==> config.mk <==
export PLATFORM = sky130hd
export DESIGN_NAME = nvram_cksum_engine
export DESIGN_NICKNAME = d
export VERILOG_FILES = /design/src/rtl/nvck_pkg.sv /design/src/rtl/nvck_fold.sv /design/src/rtl/nvck_fetch.sv /design/src/rtl/nvck_ctrl.sv /design/src/rtl/nvram_cksum_engine.sv
export SDC_FILE = /design/constraint.sdc
export NUM_CORES = 1
export LEC_CHECK = 0
export BUFFER_PORTS_ARGS = -buffer_cell sky130_fd_sc_hd__buf_2
export CAP_MARGIN = 20
export CORE_UTILIZATION = 55
export CTS_CLUSTER_SIZE = 20
export DETAILED_ROUTE_END_ITERATION = 8
export PLACE_DENSITY = 0.77
export RECOVER_POWER = 100
export SETUP_SLACK_MARGIN = 0.5
export SYNTH_ARGS = -nofsm -noshare
export SYNTH_HDL_FRONTEND = slang
export SYNTH_SLANG_ARGS = --single-unit
==> constraint.sdc <==
create_clock -name clk -period 6.5 [get_ports clk]
set_input_delay 0.65 -clock clk [delete_from_list [all_inputs] [get_ports clk]]
set_output_delay 0.65 -clock clk [all_outputs]
set_load 0.05 [all_outputs]
==> src/rtl/nvck_pkg.sv <==
package nvck_pkg;

    typedef enum logic [2:0] {
        ST_IDLE,
        ST_WAIT,
        ST_PRIME,
        ST_FOLD,
        ST_PAD,
        ST_WB_HI,
        ST_WB_LO,
        ST_DONE
    } nvck_state_e;

    localparam logic [15:0] NVCK_SEED = 16'hFFFF;

endpackage

==> src/rtl/nvck_fold.sv <==
module nvck_fold (
    input  logic [15:0] crc_in,
    input  logic [15:0] word_in,
    output logic [15:0] crc_out
);
    logic [15:0] mix;
    logic [3:0]  nib_a;
    logic [3:0]  nib_b;

    always_comb begin
        mix     = crc_in ^ word_in;
        nib_a   = mix[3:0];
        nib_b   = mix[7:4] ^ nib_a;
        crc_out = {8'h00, crc_in[15:8]}
                ^ {9'b0, nib_a, 3'b0}
                ^ {4'b0, nib_a, 8'b0}
                ^ {12'b0, nib_b}
                ^ {5'b0, nib_b, 7'b0}
                ^ {nib_b, 12'b0};
    end

    // equal operands cancel: only the shifted accumulator remains
    always_comb begin
        if (crc_in == word_in) begin
            AST_FOLD_SELF_CANCEL: assert (crc_out == {8'h00, crc_in[15:8]});
        end
    end

endmodule

==> src/rtl/nvck_fetch.sv <==
module nvck_fetch #(
    parameter int AW = 16,
    parameter int CW = 16
) (
    input  logic          clk,
    input  logic          rst_n,
    input  logic          load,
    input  logic [AW-1:0] base,
    input  logic [CW-1:0] cnt_even,
    input  logic          cnt_zero,
    output logic          rd_en,
    output logic [AW-1:0] rd_addr
);
    typedef struct packed {
        logic          en;
        logic [AW-1:0] addr;
        logic [CW-1:0] left;
    } fetch_t;

    fetch_t f_d, f_q;

    always_comb begin
        f_d = f_q;
        if (load) begin
            f_d.en   = !cnt_zero;
            f_d.addr = base;
            f_d.left = cnt_zero ? '0 : cnt_even;
        end else if (f_q.en && (f_q.left != '0)) begin
            f_d.en   = 1'b1;
            f_d.addr = f_q.addr + AW'(1);
            f_d.left = f_q.left - CW'(1);
        end else begin
            f_d.en   = 1'b0;
        end
    end

    always_ff @(posedge clk or negedge rst_n) begin
        if (!rst_n) f_q <= '0;
        else        f_q <= f_d;
    end

    assign rd_en   = f_q.en;
    assign rd_addr = f_q.addr;

    AST_READ_STEP: assert property (@(posedge clk) disable iff (!rst_n)
        (rd_en && $past(rd_en)) |-> (rd_addr == $past(rd_addr) + AW'(1)));

endmodule

==> src/rtl/nvck_ctrl.sv <==
module nvck_ctrl
    import nvck_pkg::*;
#(
    parameter int AW = 16,
    parameter int CW = 16
) (
    input  logic          clk,
    input  logic          rst_n,
    input  logic          accept,
    input  logic [CW-1:0] cnt_even,
    input  logic          cnt_odd,
    input  logic          cnt_zero,
    input  logic          wb_en,
    input  logic [AW-1:0] wb_addr,
    input  logic [7:0]    rdata,
    input  logic [15:0]   fold_out,
    output logic [15:0]   fold_crc,
    output logic [15:0]   fold_word,
    output logic          busy,
    output logic          done,
    output logic [15:0]   crc,
    output logic          wr_en,
    output logic [AW-1:0] wr_addr,
    output logic [7:0]    wr_data
);
    typedef struct packed {
        nvck_state_e   st;
        logic [15:0]   crc;
        logic [7:0]    prev;
        logic [CW-1:0] widx;
        logic [CW-1:0] nwords;
        logic          odd;
        logic          wb;
        logic [AW-1:0] wba;
        logic          wr_en;
        logic [AW-1:0] wr_addr;
        logic [7:0]    wr_data;
    } ctrl_t;

    ctrl_t c_d, c_q;
    logic  finish;
    logic [15:0] crc_fin;

    assign fold_crc  = c_q.crc;
    assign fold_word = (c_q.st == ST_PAD) ? {c_q.prev, 8'h00} : {c_q.prev, rdata};

    always_comb begin
        c_d        = c_q;
        c_d.wr_en  = 1'b0;
        finish     = 1'b0;
        crc_fin    = c_q.crc;
        unique case (c_q.st)
            ST_IDLE: begin
                if (accept) begin
                    c_d.crc    = NVCK_SEED;
                    c_d.nwords = cnt_even;
                    c_d.odd    = cnt_odd;
                    c_d.wb     = wb_en;
                    c_d.wba    = wb_addr;
                    c_d.widx   = '0;
                    crc_fin    = NVCK_SEED;
                    if (cnt_zero) finish = 1'b1;
                    else          c_d.st = ST_WAIT;
                end
            end
            ST_WAIT: c_d.st = ST_PRIME;
            ST_PRIME: begin
                c_d.prev = rdata;
                c_d.st   = (c_q.nwords == '0) ? ST_PAD : ST_FOLD;
            end
            ST_FOLD: begin
                c_d.crc  = fold_out;
                c_d.prev = rdata;
                crc_fin  = fold_out;
                if (c_q.widx == c_q.nwords - CW'(1)) begin
                    if (c_q.odd) c_d.st = ST_PAD;
                    else         finish = 1'b1;
                end else begin
                    c_d.widx = c_q.widx + CW'(1);
                end
            end
            ST_PAD: begin
                c_d.crc = fold_out;
                crc_fin = fold_out;
                finish  = 1'b1;
            end
            ST_WB_HI: begin
                c_d.wr_en   = 1'b1;
                c_d.wr_addr = c_q.wr_addr + AW'(1);
                c_d.wr_data = c_q.crc[7:0];
                c_d.st      = ST_WB_LO;
            end
            ST_WB_LO: c_d.st = ST_DONE;
            ST_DONE:  c_d.st = ST_IDLE;
            default:  c_d.st = ST_IDLE;
        endcase

        if (finish) begin
            if (c_d.wb) begin
                c_d.wr_en   = 1'b1;
                c_d.wr_addr = c_d.wba;
                c_d.wr_data = crc_fin[15:8];
                c_d.st      = ST_WB_HI;
            end else begin
                c_d.st      = ST_DONE;
            end
        end
    end

    always_ff @(posedge clk or negedge rst_n) begin
        if (!rst_n) begin
            c_q     <= '0;
            c_q.st  <= ST_IDLE;
            c_q.crc <= NVCK_SEED;
        end else begin
            c_q <= c_d;
        end
    end

    assign busy    = (c_q.st != ST_IDLE);
    assign done    = (c_q.st == ST_DONE);
    assign crc     = c_q.crc;
    assign wr_en   = c_q.wr_en;
    assign wr_addr = c_q.wr_addr;
    assign wr_data = c_q.wr_data;

    AST_DONE_PULSE: assert property (@(posedge clk) disable iff (!rst_n)
        done |=> !done);
    AST_BUSY_HOLD: assert property (@(posedge clk) disable iff (!rst_n)
        (busy && !done) |=> busy);
    AST_WRITE_BEFORE_DONE: assert property (@(posedge clk) disable iff (!rst_n)
        wr_en |-> (busy && !done));

endmodule

==> src/rtl/nvram_cksum_engine.sv <==
module nvram_cksum_engine #(
    parameter int AW = 16,
    parameter int CW = 16
) (
    input  logic          clk,
    input  logic          rst_n,
    input  logic          start,
    input  logic [AW-1:0] base_addr,
    input  logic [CW-1:0] byte_cnt,
    input  logic          wb_en,
    input  logic [AW-1:0] wb_addr,
    output logic          busy,
    output logic          done,
    output logic [15:0]   result,
    output logic          mem_rd_en,
    output logic          mem_wr_en,
    output logic [AW-1:0] mem_addr,
    output logic [7:0]    mem_wdata,
    input  logic [7:0]    mem_rdata
);
    localparam logic [CW-1:0] EVEN_MASK = ~CW'(1);

    logic          accept;
    logic [CW-1:0] cnt_even;
    logic          cnt_odd;
    logic          cnt_zero;
    logic [AW-1:0] rd_addr;
    logic [AW-1:0] wr_addr;
    logic [15:0]   fold_crc;
    logic [15:0]   fold_word;
    logic [15:0]   fold_out;

    assign accept   = start && !busy;
    assign cnt_even = byte_cnt & EVEN_MASK;
    assign cnt_odd  = byte_cnt[0];
    assign cnt_zero = (byte_cnt == '0);

    nvck_fold u_fold (
        .crc_in  (fold_crc),
        .word_in (fold_word),
        .crc_out (fold_out)
    );

    nvck_fetch #(.AW(AW), .CW(CW)) u_fetch (
        .clk      (clk),
        .rst_n    (rst_n),
        .load     (accept),
        .base     (base_addr),
        .cnt_even (cnt_even),
        .cnt_zero (cnt_zero),
        .rd_en    (mem_rd_en),
        .rd_addr  (rd_addr)
    );

    nvck_ctrl #(.AW(AW), .CW(CW)) u_ctrl (
        .clk       (clk),
        .rst_n     (rst_n),
        .accept    (accept),
        .cnt_even  (cnt_even),
        .cnt_odd   (cnt_odd),
        .cnt_zero  (cnt_zero),
        .wb_en     (wb_en),
        .wb_addr   (wb_addr),
        .rdata     (mem_rdata),
        .fold_out  (fold_out),
        .fold_crc  (fold_crc),
        .fold_word (fold_word),
        .busy      (busy),
        .done      (done),
        .crc       (result),
        .wr_en     (mem_wr_en),
        .wr_addr   (wr_addr),
        .wr_data   (mem_wdata)
    );

    assign mem_addr = mem_wr_en ? wr_addr : rd_addr;

    AST_NO_RW_CLASH: assert property (@(posedge clk) disable iff (!rst_n)
        !(mem_rd_en && mem_wr_en));
    AST_WB_PAIR: assert property (@(posedge clk) disable iff (!rst_n)
        (mem_wr_en && !$past(mem_wr_en)) |=> (mem_wr_en && (mem_addr == $past(mem_addr) + AW'(1))));
    AST_ZERO_COUNT: assert property (@(posedge clk) disable iff (!rst_n)
        (start && !busy && (byte_cnt == '0) && !wb_en) |=> (done && (result == 16'hFFFF)));
    AST_RESULT_HELD: assert property (@(posedge clk) disable iff (!rst_n)
        (!busy && !start) |=> $stable(result));

endmodule

; Word-level counts from Yosys, hierarchy flattened
; Index checks and enable logic that the tools add are counted.
[classes]
add_sub_neg = 5
n_reduce_logical = 18
eq_ne = 14
n_mux = 29
bitwise = 7
[ops]
columns = cell, count
row1 = $pmux 16 s2, 3
row2 = $mux 25, 3
row3 = $mux 16, 4
row4 = $mux 50, 1
row5 = $add 16x1->16 const B, 3
row6 = $mux 33, 1
row7 = $logic_not 16->1, 2
row8 = $mux 32, 1
row9 = $sub 16x1->16 const B, 2
row10 = $pmux 3 s7, 1
row11 = $mux 19, 1
row12 = $mux 17, 1
row13 = $eq 16x16->1, 1
row14 = $reduce_bool 16->1, 1
row15 = $xor 16x11->16, 1
row16 = $xor 16x12->16, 1
row17 = $xor 16x16->16, 1
row18 = $xor 16x4->16, 1
row19 = $mux 3, 5
row20 = $eq 3x3->1 const B, 4
row21 = $mux 8, 1
row22 = $reduce_bool 8->1, 1
row23 = $xor 8x7->8, 1
row24 = $xor 8x8->8, 1
row25 = other kinds (18), 31
[word_totals]
register_bits = 126
output_inout_bits = 44
wordCells = 86
inputBits = 60

; Longest topological paths before layout
[depth]
word_depth = 11
depth_mapped = 13
depth_no_buf = 10

; Cells and area by module
; From an unflattened synthesis, not the netlist that was laid out.
[unflattened]
hier_cells = 896
area_unflattened_um2 = 8673.3
[by_module_without_submodules]
columns = mod, instances, area_per_inst_um2, seq_area_each_um2, cells_per_inst
row1 = nvck_ctrl, 1, 5801.8, 2572.5, 604
row2 = nvck_fetch, 1, 2195.9, 825.8, 243
row3 = nvck_fold, 1, 382.9, 0.0, 24
row4 = nvram_cksum_engine, 1, 292.8, 0.0, 25

; Worst setup path after synthesis
; Ideal clock, no wire load.
[synth_timing]
path_type = reg-to-reg
startpoint = register u_ctrl.c_q[44] (netlist name)
endpoint = register u_ctrl.c_q (netlist bit u_ctrl.wr_data[0])
path_buffers = 2
synth_period_minus_slack_ps = 3069
t_required_ps = 6375
t_arrival_ps = 2944
path_slack_ps = 3431
path_stages_with_launch = 13
setup_time_ps = 125
cell_sequence = dfrtp_1 > inv_1 > ha_1 > or3b_1 > clkbuf_1 > nor4_1 > o31a_1 > o211ai_2 > nor4_4 > a21oi_2 > or2_1 > buf_6 > mux2_4
[synth_rtl]
columns = element, line
row1 = "start, declared", nvck_ctrl.sv:40  ; ctrl_t c_d, c_q;

==> reports/metrics.yaml <==
clock_tree:
  postCtsSetupBuffers: 0
  clockBufferDepth: 2
  cts_buffers: 17
  tritoncts: "yes"
  post_cts_resized: 0
  clock-root-buffer: "clkbuf_16"
  clock_latency_ns: 0.43
  numClockSinks: 126
  path_clk_slew_ns: 0.06
  htree_num_levels: 4
  hold_buffers: 0
global_routing:
  met2_usage_pct: 42.7
  grt_pass1_wl_mm: 27.2
  grtUsageMet1_pct: 35.4
  grt_pass1_vias: 5563
  grt.overflow.total: 0
  use_met3_pct: 6.59
  grt_start_max_net_pins: 94
  busiest_layer: "met2"
  antenna_found_initial: 0
  track_usage_pct: 26.5
floorplan:
  die_area_um2: 13300
  row_count: 41
  fp.dieH_um: 115
  coreArea_um2: 12600
  die_x_um: 115
  start_util_pct: 56.3
  io_pins: 104
pwr:
  power_density_nw_per_um2: 581
  vdd_drop_max_uv: 377
  p_leak_nw: 3.41
timing:
  finalSetupViolCount: 0
  skew_ns: 0.00994
  setup_tns_ns: 0
  rsz0062_at_grt: "no"
  max_clock_freq_mhz: 210
  fin_crit_ns: 4.75
  slew_viol_final: 140
  hold_slack_ns: 0.426
  worstMarginPinSlew_ns: 3.67
  slew_headroom_pct: -144
  fin_crit_sh_pct: 73.1
  hold_viol: 0
drt:
  wirelength_mm: 16.7
  drt_iter0_markers: 466
  drtPass1Iterations: 5
  wl_per_cell_um: 16.0
  ant_nets: 0
  vias: 5832
  viasPerCell: 5.58
  route.detailed.drc: 0
placement:
  dp_cells: 1014
  hpwl_mm: 11.1
  portBuffers: 103
  place_congestion: 0.861
critical_path:
  endpoint_kind: "flop"
  timing.setup.critical_path_class: "reg2reg"
  cp.required_ns: 6.80
  cp_max_fo: 42
  critPathLaunchType: "flop"
  rr_startpoint: "u_ctrl.c_q[100]$_DFFE_PN0P_"
  worstPathArrival_ns: 5.06
  cp-startpoint: "u_ctrl.c_q[100]$_DFFE_PN0P_"
yosys:
  synth_cell_types: 61
  avgSynthCellArea_um2: 8.90
  syn_nets: 861
  synth_ff_type: "dfrtp_1"
  synth_warnings: 0
  ys_seq_area_share_pct: 44.9
  synth-edff-count: 0
  async_flop_share_pct: 100
  syn_area_um2: 7070
  ys_ff_latch: 126
  synth_cells: 795
status:
  violations: "max-capacitance violations, max-slew violations"
  status: "finished, violations left"
finish:
  final_util_pct: 63.7
  nets: 927
  syn2layout_area_growth_pct: 13.2
  layout-drive-gt1-share_pct: 15.6
  fillers: 1093
  final_common_cell: "nand2_1"
  layout_common_cells: "178 x nand2_1, 110 x dfrtp_1, 59 x buf_2"
  final_cells: 1046
  n_antenna_cell: 0
min_path:
  min-delay-path-class: "in2reg"
  hp-start: "base_addr[5]"
run:
  drv_cap: 3
[Yosys cell counts, types with 4 or more instances]
library cell	number	area, µm²
clkbuf_1	29	109
xnor2_1	38	333
o21ai_0	39	195
and3_1	8	50.1
buf_4	24	180
inv_1	15	56.3
nor3_1	32	160
o21ai_1	5	25.0
dfstp_2	16	420
nand3_1	19	95.1
mux2i_1	7	70.1
mux2_2	15	169
buf_1	4	15.0
a31oi_1	8	50.1
a21oi_1	43	215
nor2_1	50	188
dfrtp_1	110	2750
nor4_1	9	56.3
or3_1	4	25.0
buf_6	5	56.3
or4_1	9	67.6
a21o_1	6	45.0
nand4_1	14	87.6
ha_1	6	75.1
xor2_1	49	429
nand2_1	178	668
[kinds of logic (layout without fill, tap and decap cells)]
| family | after synthesis | after routing | share of synthesized area [%] |
|---|---|---|---|
| AOI/OAI and AO/OA | 126 | 126 | 10.5 |
| xor gates and xnor gates | 87 | 87 | 10.8 |
| adders and majority gates | 6 | 6 | 1.06 |
| buffers and inverters | 77 | 156 | 5.89 |
| DFF | 126 | 126 | 44.9 |
| muxes | 25 | 25 | 4.01 |
| and+or+nand+nor | 348 | 348 | 22.9 |
[through the flow]
stage          total power [mW]  cell area, µm²  worst slack (ns)
2_1_floorplan              3.31            7070              3.43
3_3_place_gp               3.66            7500              2.69
3_5_place_dp               3.70            7500              2.62
4_1_cts                    4.72            8110              2.57
5_1_grt                    4.95            8010              1.25
6_report                   4.65            8010              1.75
[metal layers]
layer	share of wire (%)	vias up
met4	1.5	0
met1	45	2838
met5	0	-
met3	4.3	23
met2	50	148
li1	-	2823
[critical path: stages (launching register included)]
cell,delay [ns]
dfrtp_1,0.51
nor3_1,0.13
nand2_1,0.08
clkbuf_1,1.36
o21ai_0,0.33
a21oi_2,0.19
buf_4,0.29
or2_0,1.28
mux2_2,0.44
[final cells by class]
cell class / count / area (µm²) / share of cell area, %
flip-flops and latches: 126 / 3170 / 39.6
repair buffers: 109 / 495 / 6.19
well taps: 172 / 215 / 2.69
inverters: 15 / 56.3 / 0.703
clock inverters: 13 / 161 / 2.02
multi-input cells: 592 / 3450 / 43.1
clock buffers: 19 / 453 / 5.66
[sequential cells by signal (all words and copies together), names as in the netlist]
name	count
u_ctrl.wr_addr	16
u_ctrl.c_q	52
u_ctrl.crc	16
u_ctrl.wr_en	1
u_ctrl.wr_data	8
u_fetch.rd_addr	16
u_fetch.f_q	16
u_fetch.rd_en	1
[power by group]
part | internal, mW | total [mW] | switching [mW]
Sequential | 1.19 | 1.60 | 0.407
Combinational | 0.677 | 2.06 | 1.38
Clock | 0.624 | 0.991 | 0.368
Total | 2.49 | 4.65 | 2.16
[final timing paths]
path	to	depth (start not counted)	slack, ns
max in group asynchronous	u_fetch.f_q[8]$_DFFE_PN0P_	2	2.13
max	u_ctrl.wr_data[0]$_DFF_PN0_	8	1.75
min in group asynchronous	u_ctrl.c_q[68]$_DFFE_PN0P_	1	1.48
min reg2reg	u_ctrl.c_q[33]$_DFF_PN0_	2	0.47
max reg2reg	u_ctrl.wr_data[0]$_DFF_PN0_	8	1.75
min	u_fetch.rd_addr[5]$_DFFE_PN0P_	3	0.43
Power figures use the tool's default switching activity.
